**src/rtl/psr_pkg.sv**
```systemverilog
// Package: shared widths and bit positions of the status word.
// Assumes a 16-bit word with 11 live bits; positions are fixed by the datapath
// that decodes them.
package psr_pkg;
    localparam int WORD_W = 16;
    localparam int FLAG_W = 8;
    localparam int IPL_W  = 3;
    localparam int LIVE_W = FLAG_W + IPL_W;
    localparam int ALU_N  = 4;

    localparam int POS_C = 0;
    localparam int POS_Z = 1;
    localparam int POS_I = 2;
    localparam int POS_D = 3;
    localparam int POS_X = 4;
    localparam int POS_M = 5;
    localparam int POS_V = 6;
    localparam int POS_N = 7;

    // Map an ALU flag lane (0 C, 1 Z, 2 V, 3 N) to its word position.
    function automatic int alu_pos(input int lane);
        case (lane)
            0:       alu_pos = POS_C;
            1:       alu_pos = POS_Z;
            2:       alu_pos = POS_V;
            default: alu_pos = POS_N;
        endcase
    endfunction
endpackage

```
**src/rtl/psr_alu_merge.sv**
```systemverilog
// Module: applies per-flag ALU results, then single-flag set/clear commands.
// Assumes clear is layered after set so a clear wins on collision.
module psr_alu_merge
    import psr_pkg::*;
#(
    parameter int FW = FLAG_W,
    parameter int AN = ALU_N
) (
    input  logic [FW-1:0] flags_in,
    input  logic [AN-1:0] alu_en,
    input  logic [AN-1:0] alu_val,
    input  logic          set_carry,
    input  logic          clr_carry,
    input  logic          set_intdis,
    input  logic          clr_intdis,
    output logic [FW-1:0] flags_out
);
    logic [FW-1:0] alu_applied;

    // Per-lane ALU override of the selected flag.
    always_comb begin
        alu_applied = flags_in;
        for (int k = 0; k < AN; k++) begin
            if (alu_en[k]) alu_applied[alu_pos(k)] = alu_val[k];
        end
    end

    // Explicit carry and interrupt-disable commands over the ALU result.
    always_comb begin
        flags_out = alu_applied;
        if (set_carry)  flags_out[POS_C] = 1'b1;
        if (clr_carry)  flags_out[POS_C] = 1'b0;
        if (set_intdis) flags_out[POS_I] = 1'b1;
        if (clr_intdis) flags_out[POS_I] = 1'b0;
    end
endmodule

```
**src/rtl/psr_mask_unit.sv**
```systemverilog
// Module: mask-wide set, then mask-wide clear, then interrupt-accept masking.
// Assumes the caller feeds it the result of the ALU/single-command layer.
module psr_mask_unit
    import psr_pkg::*;
#(
    parameter int FW = FLAG_W
) (
    input  logic [FW-1:0] flags_in,
    input  logic          mask_set,
    input  logic          mask_clr,
    input  logic [FW-1:0] mask_bits,
    input  logic          irq_accept,
    output logic [FW-1:0] flags_out
);
    logic [FW-1:0] or_stage;
    logic [FW-1:0] and_stage;

    // Set layer: OR mask into the flags.
    assign or_stage  = mask_set ? (flags_in | mask_bits) : flags_in;
    // Clear layer: remove masked bits, after the set layer.
    assign and_stage = mask_clr ? (or_stage & ~mask_bits) : or_stage;

    // Interrupt acceptance forces the disable flag on last.
    always_comb begin
        flags_out = and_stage;
        if (irq_accept) flags_out[POS_I] = 1'b1;
    end
endmodule

```
**src/rtl/psr_ipl_unit.sv**
```systemverilog
// Module: holds the interrupt priority level.
// Assumes restore has priority over a level load; resets to level 0.
module psr_ipl_unit
    import psr_pkg::*;
#(
    parameter int LW = IPL_W
) (
    input  logic          clk,
    input  logic          rst_n,
    input  logic          ipl_load,
    input  logic [LW-1:0] ipl_new,
    input  logic          restore_we,
    input  logic [LW-1:0] restore_ipl,
    output logic [LW-1:0] ipl_q
);
    // Level register: restore, else load, else hold.
    always_ff @(posedge clk) begin
        if (!rst_n)          ipl_q <= '0;
        else if (restore_we) ipl_q <= restore_ipl;
        else if (ipl_load)   ipl_q <= ipl_new;
    end
endmodule

```
**src/rtl/psr_irq_gate.sv**
```systemverilog
// Module: combines pending requests with the interrupt-disable flag.
// Assumes bypass-class requests (watchdog, break, divide fault) are pre-merged.
module psr_irq_gate (
    input  logic intdis,
    input  logic req_maskable,
    input  logic req_bypass,
    output logic take
);
    // Maskable requests wait on the disable flag; bypass requests do not.
    assign take = req_bypass | (req_maskable & ~intdis);
endmodule

```
**src/rtl/psr_status_reg.sv**
```systemverilog
// Module: processor status word, top level.
// Assumes one command set per cycle with fixed layered priority:
// ALU < single commands < mask set < mask clear < irq accept < restore.
module psr_status_reg
    import psr_pkg::*;
(
    input  logic                 clk,
    input  logic                 rst_n,
    input  logic [ALU_N-1:0]     alu_en,
    input  logic [ALU_N-1:0]     alu_val,
    input  logic                 set_carry,
    input  logic                 clr_carry,
    input  logic                 set_intdis,
    input  logic                 clr_intdis,
    input  logic                 mask_set,
    input  logic                 mask_clr,
    input  logic [FLAG_W-1:0]    mask_bits,
    input  logic                 irq_accept,
    input  logic                 ipl_load,
    input  logic [IPL_W-1:0]     ipl_new,
    input  logic                 restore_we,
    input  logic [WORD_W-1:0]    restore_word,
    input  logic                 irq_req_maskable,
    input  logic                 irq_req_bypass,
    output logic [WORD_W-1:0]    status_word,
    output logic                 irq_take
);
    localparam logic [FLAG_W-1:0] FLAG_RST = FLAG_W'(1) << POS_I;
    localparam int                PAD_W    = WORD_W - LIVE_W;

    logic [FLAG_W-1:0] flags_q;
    logic [FLAG_W-1:0] after_alu;
    logic [FLAG_W-1:0] after_mask;
    logic [IPL_W-1:0]  ipl_q;
    logic              unused_restore_hi;

    // Upper restore bits carry no state.
    assign unused_restore_hi = ^restore_word[WORD_W-1:LIVE_W];

    psr_alu_merge #(.FW(FLAG_W), .AN(ALU_N)) i_alu_merge (
        .flags_in   (flags_q),
        .alu_en     (alu_en),
        .alu_val    (alu_val),
        .set_carry  (set_carry),
        .clr_carry  (clr_carry),
        .set_intdis (set_intdis),
        .clr_intdis (clr_intdis),
        .flags_out  (after_alu)
    );

    psr_mask_unit #(.FW(FLAG_W)) i_mask_unit (
        .flags_in   (after_alu),
        .mask_set   (mask_set),
        .mask_clr   (mask_clr),
        .mask_bits  (mask_bits),
        .irq_accept (irq_accept),
        .flags_out  (after_mask)
    );

    psr_ipl_unit #(.LW(IPL_W)) i_ipl_unit (
        .clk         (clk),
        .rst_n       (rst_n),
        .ipl_load    (ipl_load),
        .ipl_new     (ipl_new),
        .restore_we  (restore_we),
        .restore_ipl (restore_word[LIVE_W-1:FLAG_W]),
        .ipl_q       (ipl_q)
    );

    // Flag register: restore overrides the layered next value.
    always_ff @(posedge clk) begin
        if (!rst_n)          flags_q <= FLAG_RST;
        else if (restore_we) flags_q <= restore_word[FLAG_W-1:0];
        else                 flags_q <= after_mask;
    end

    // Word assembly with constant-zero padding above the live bits.
    assign status_word = {{PAD_W{1'b0}}, ipl_q, flags_q};

    psr_irq_gate i_irq_gate (
        .intdis       (flags_q[POS_I]),
        .req_maskable (irq_req_maskable),
        .req_bypass   (irq_req_bypass),
        .take         (irq_take)
    );
endmodule

```
**config.mk**
```make
export PLATFORM = sky130hd
export DESIGN_NAME = psr_status_reg
export DESIGN_NICKNAME = d
export VERILOG_FILES = /design/src/rtl/psr_pkg.sv /design/src/rtl/psr_alu_merge.sv /design/src/rtl/psr_mask_unit.sv /design/src/rtl/psr_ipl_unit.sv /design/src/rtl/psr_irq_gate.sv /design/src/rtl/psr_status_reg.sv
export SDC_FILE = /design/constraint.sdc
export NUM_CORES = 1
export LEC_CHECK = 0
export BUFFER_PORTS_ARGS = -buffer_cell sky130_fd_sc_hd__clkbuf_2
export CAP_MARGIN = 10
export CORE_MARGIN = 4
export CORE_UTILIZATION = 40
export CTS_BUF_LIST = sky130_fd_sc_hd__clkbuf_8
export CTS_CLUSTER_SIZE = 16
export DETAILED_ROUTE_END_ITERATION = 8
export HOLD_SLACK_MARGIN = 0.06
export PLACE_DENSITY = 0.92
export RECOVER_POWER = 50
export SLEW_MARGIN = 20
export SYNTH_ARGS = -nofsm -noshare
export SYNTH_HDL_FRONTEND = slang
export SYNTH_SLANG_ARGS = --single-unit
```
**constraint.sdc**
```tcl
create_clock -name clk -period 2.4 [get_ports clk]
set_input_delay 0.48 -clock clk [delete_from_list [all_inputs] [get_ports clk]]
set_output_delay 0.48 -clock clk [all_outputs]
set_load 0.01 [all_outputs]
```
After elaboration in Yosys (flattened, before gate mapping)
Index checks and enable logic that the tools add are counted.

Bitwise operators: 6. Muxes and demuxes: 30. Magnitude comparators: 8. Reductions and logical operators: 5.

Operators by type and width (number): 32-bit by 1-bit greater-or-equal comparator with 1-bit output (second input constant) (4); 32-bit by 5-bit < comparator with 1-bit output (second input constant) (4); 32-bit two-way mux (4); 8-bit two-way mux (7); 8-bit bitwise mux (4); 1-bit demux with 3-bit select (4); 1-bit two-way mux (9); 8-bit bitwise AND (1); 8-bit inverter (1); 8-bit OR (1); 3-bit two-way mux (2); 1-bit logical AND (4); 2-bit nonzero test (1); 1-bit bitwise AND (1); 1-bit inverter (1); 1-bit OR (1).

Flip-flop bits (word level): 11. Output and inout bits: 17. Input bits: 48. Logic and storage cells: 51.

Longest topological paths before layout
Word-level depth: 21. Depth in mapped cells: 4. Depth with buffers taken out: 3.

By module
From an unflattened synthesis, not the netlist that was laid out.

Cell total of the unflattened synthesis: 75. Area total of the unflattened synthesis: 696.9 µm².

By module, submodules not included: psr_status_reg (area an instance 340.3 µm², sequential area each 160.2 µm², times used 1, cells each 31); psr_ipl_unit (area an instance 142.6 µm², sequential area each 60.1 µm², times used 1, cells each 12); psr_mask_unit (area an instance 108.9 µm², sequential area each 0.0 µm², times used 1, cells each 19); psr_alu_merge (area an instance 93.8 µm², sequential area each 0.0 µm², times used 1, cells each 11); psr_irq_gate (area an instance 11.3 µm², sequential area each 0.0 µm², times used 1, cells each 2).

Worst setup path before layout
OpenSTA, ideal clock, no wires.

Kind: input port to output port. Start point: input irq_req_maskable. End point: output irq_take. Setup slack: 1.253 ns. Cell stages on the path: 1. Buffers on the path: 0. Data required time: 1.920 ns. Arrival: 0.667 ns. Cells stage by stage: a21o_1.

Cells in the longest elaborated chain, start to end: 2.

RTL lines: start, declared (line psr_status_reg.sv:23) `input logic irq_req_maskable,`; 1-bit bitwise AND (line psr_irq_gate.sv:10) `assign take = req_bypass | (req_maskable & ~intdis);`; 1-bit OR (line psr_irq_gate.sv:10); end, declared (line psr_status_reg.sv:26) `output logic irq_take`.

Every way passes these cells.

Final worst setup path
Start point: input restore_we. End point: register i_ipl_unit.ipl_q[1].

Cells in the longest elaborated chain, start to end: 1. Elaborated cells between the ends (all ways): 2. Classes of those cells: mux: 1; reduce/logical: 1.

RTL lines: start, declared (line psr_status_reg.sv:21) `input logic restore_we,`; 3-bit two-way mux / 2-bit nonzero test (equally long branches); end signal, assigned (line psr_ipl_unit.sv:19) `else if (restore_we) ipl_q <= restore_ipl;`; end signal, assigned (line psr_ipl_unit.sv:20) `else if (ipl_load) ipl_q <= ipl_new;`; end, declared (line psr_ipl_unit.sv:14) `output logic [LW-1:0] ipl_q`.

Parallel ways exist; a longest one is shown, timed or not. A chain may end at the register's enable or synchronous reset.

==> impl_metrics.tcl <==
set metrics [dict create \
    cp_slowest_stage_delay_ns 0.59 \
    postLayoutCoreUtil_pct 60.1 \
    globalplace.congestion 0.696 \
    netSwitchingFraction_pct 25.6 \
    nFillCells 148 \
    cts_sinks 11 \
    intPower_uw 365 \
    rr_worst_depth 3 \
    crit_path_top_delay_cell "clkbuf_1" \
    holdCritStartpoint "restore_word[3]" \
    synthTopCellsByArea "dfxtp_1 33%, buf_4 7.8%, nand2_1 6.7%" \
    grt_first_pass_wirelength_um 2990 \
    r2r-start "flags_q[0]$_SDFF_PN0_" \
    crit_family "buffers and inverters" \
    syn_area_um2 676 \
    via_count 747 \
    rrSetupSlack_ns 1.52 \
    tightest_slew_ns 0.812 \
    r2r-end "flags_q[0]$_SDFF_PN0_" \
    tns_ns 0 \
    postCtsSetupRepairBufs 0 \
    drt-vias-per-instance 5.05 \
    clock_path_buffers 2 \
    multi_input_area_um2 382 \
    fin_nets 181 \
    worstSetupEndpointType "register" \
    rsz0062_at_grt "no" \
    die_y_um 49.1 \
    grt_antenna_before_repair 0 \
    ioPinCount 65 \
    cp-start-kind "input port" \
    outcome "finished, final reports clean" \
    synth_common_cells "12 x nand2_1, 11 x dfxtp_1, 8 x o21ai_0" \
    skew_ns 0 \
    synth.top_cell.area_share_pct 32.6 \
    yosys.cell_types.count 25 \
    cts_tree "yes" \
    grt_use_total_pct 15.2 \
    finalCritPeriodShare_pct 57.3 \
    crit_arrival_ns 1.50 \
    vdd_drop_max_mv 0.250 \
    power.total_uw 490 \
    synth_largest_area_cell "dfxtp_1" \
    ant_nets 0 \
    min_path_type "in -> reg" \
    max_freq_mhz 727 \
    grt_overflow_total 0 \
    critPathBufInv 1 \
    worstPathCellList "clkbuf_1, o21ai_0, and2_0" \
    cts_resized 0 \
    final-seq-area_um2 220 \
    numCtsBuffers 3 \
    maxCapViolCount 0 \
    synthMostInstantiatedCell "nand2_1" \
    dr.first_iter.drc_count 9 \
    hold_viol 0 \
    required_ns 2.52 \
    placed_cells 144 \
    totalWireLength_um 1730 \
    ys_seq_area_share_pct 32.6 \
    area_growth_pct 38.7 \
    power_leakage_uw 0.000493 \
    avgSynthCellArea_um2 8.34 \
    num_antenna_cells 0 \
    detail_route.first_pass.iterations 3 \
    ctsRootBufferMaster "clkbuf_8" \
    insertion_delay_ns 0.23 \
    final_cells 148 \
    ys.warnings.count 0 \
    wire_per_inst_um 11.7 \
    die_area_um2 2410 \
    grt_start_max_net_pins 22 \
    seq_power_share_pct 41.3 \
    drive_gt1_share_pct 44.7 \
    post-route-min-period_ns 1.38 \
    switchingPower_uw 126 \
    min_path_cells 3 \
    hpwl_um 1470 \
    path_class "in -> reg" \
    setup_viol 0 \
    ys.flop_type "dfxtp_1" \
    htree_num_levels 1 \
    grt_pass1_vias 725 \
    synth_edf_count 0 \
    slew_headroom_pct 45.9 \
    path_max_fanout 21 \
    powerDensity_nw_per_um2 523 \
    dpl_cell_area_um2 903 \
    hold_buffers 0 \
    ys_ff_latch 11 \
    die_w_um 49.1 \
    port_buffers 54 \
    maxSlewViolCount 0 \
    core_area_um2 1560 \
    clk_pin_slew_worst_paths_ns 0.05 \
    std_cell_rows 14 \
    syn_inst 81 \
    design_area_um2 937 \
    drc_errors 0 \
    synthArstFlopShare_pct 0 \
    start_util_pct 43.3 \
    clock_power_share_pct 36.0 \
    p_comb_share_pct 22.7 \
]
==> kinds of logic after synthesis <==
| kind of cell | synth area share [%] |
|---|---|
| AND/OR/NAND/NOR | 18.0 |
| buffers and inverters | 12.0 |
| AO/OA/AOI/OAI | 29.3 |
| multiplexers | 7.59 |
| flip-flops | 32.6 |
| other | 0.555 |
==> stage by stage <==
stage	hold slack [ns]	setup slack, ns
global route	0.496	0.873
detailed placement	0.612	1.08
global placement	0.594	1.07
finish	0.486	1.02
CTS	0.483	1.03
floorplan	0.581	1.25
==> power groups by stage <==
stage | logic, uW | registers (uW) | clock network (uW)
after floorplan | 61.9 | 211 | 0
after global placement | 111 | 205 | 0
after detailed placement | 115 | 206 | 0
after CTS | 116 | 202 | 180
after global routing | 126 | 204 | 192
final | 111 | 202 | 177
==> how the worst max path moves through the flow <==
stage | from | to | slack, ns | depth (start not counted)
global placement | restore_we | flags_q[7]$_SDFF_PN0_ | 1.07 | 4
CTS | flags_q[2]$_SDFF_PN1_ | irq_take | 1.03 | 3
floorplan | irq_req_maskable | irq_take | 1.25 | 1
global route | restore_we | i_ipl_unit.ipl_q[1]$_SDFFE_PN0P_ | 0.87 | 3
detailed placement | restore_we | flags_q[2]$_SDFF_PN1_ | 1.08 | 4
finish | restore_we | i_ipl_unit.ipl_q[1]$_SDFFE_PN0P_ | 1.02 | 3
==> layout by cell type, fill, tap and decap left out, types with 2 or more instances in the layout <==
master    count
clkbuf_2     51
nand2_1      12
dfxtp_1      11
o21ai_0       8
conb_1        5
nor2b_1       4
mux2i_1       4
a221oi_1      3
nand3_1       3
a21oi_2       3
a211o_1       3
a21oi_1       3
clkbuf_8      3
clkbuf_1      3
inv_1         2
a21boi_0      2
and2_1        2
and2_0        2
==> cell type report <==
type                            count  share of cell area [%]
Multi-Input combinational cell     62                    40.7
Inverter                            1                   0.401
Sequential cell                    11                    23.5
Clock buffer                        3                    4.41
Timing Repair Buffer               54                    28.4
Tap cell                           16                    2.14
Clock inverter                      1                   0.401
==> per-layer routing <==
metal | global-route usage (%) | wire length (um)
met1 | 15.3 | 661
met2 | 28.3 | 868
met3 | 5.81 | 202
met4 | 4.27 | 0
met5 | 0 | 0
==> worst register-to-register path: stages (launching register included) <==
cell and delay [ns]:
dfxtp_1 0.30, mux2_2 0.25, o21bai_1 0.14, a21oi_1 0.08
(Power assumes the default switching activity.)
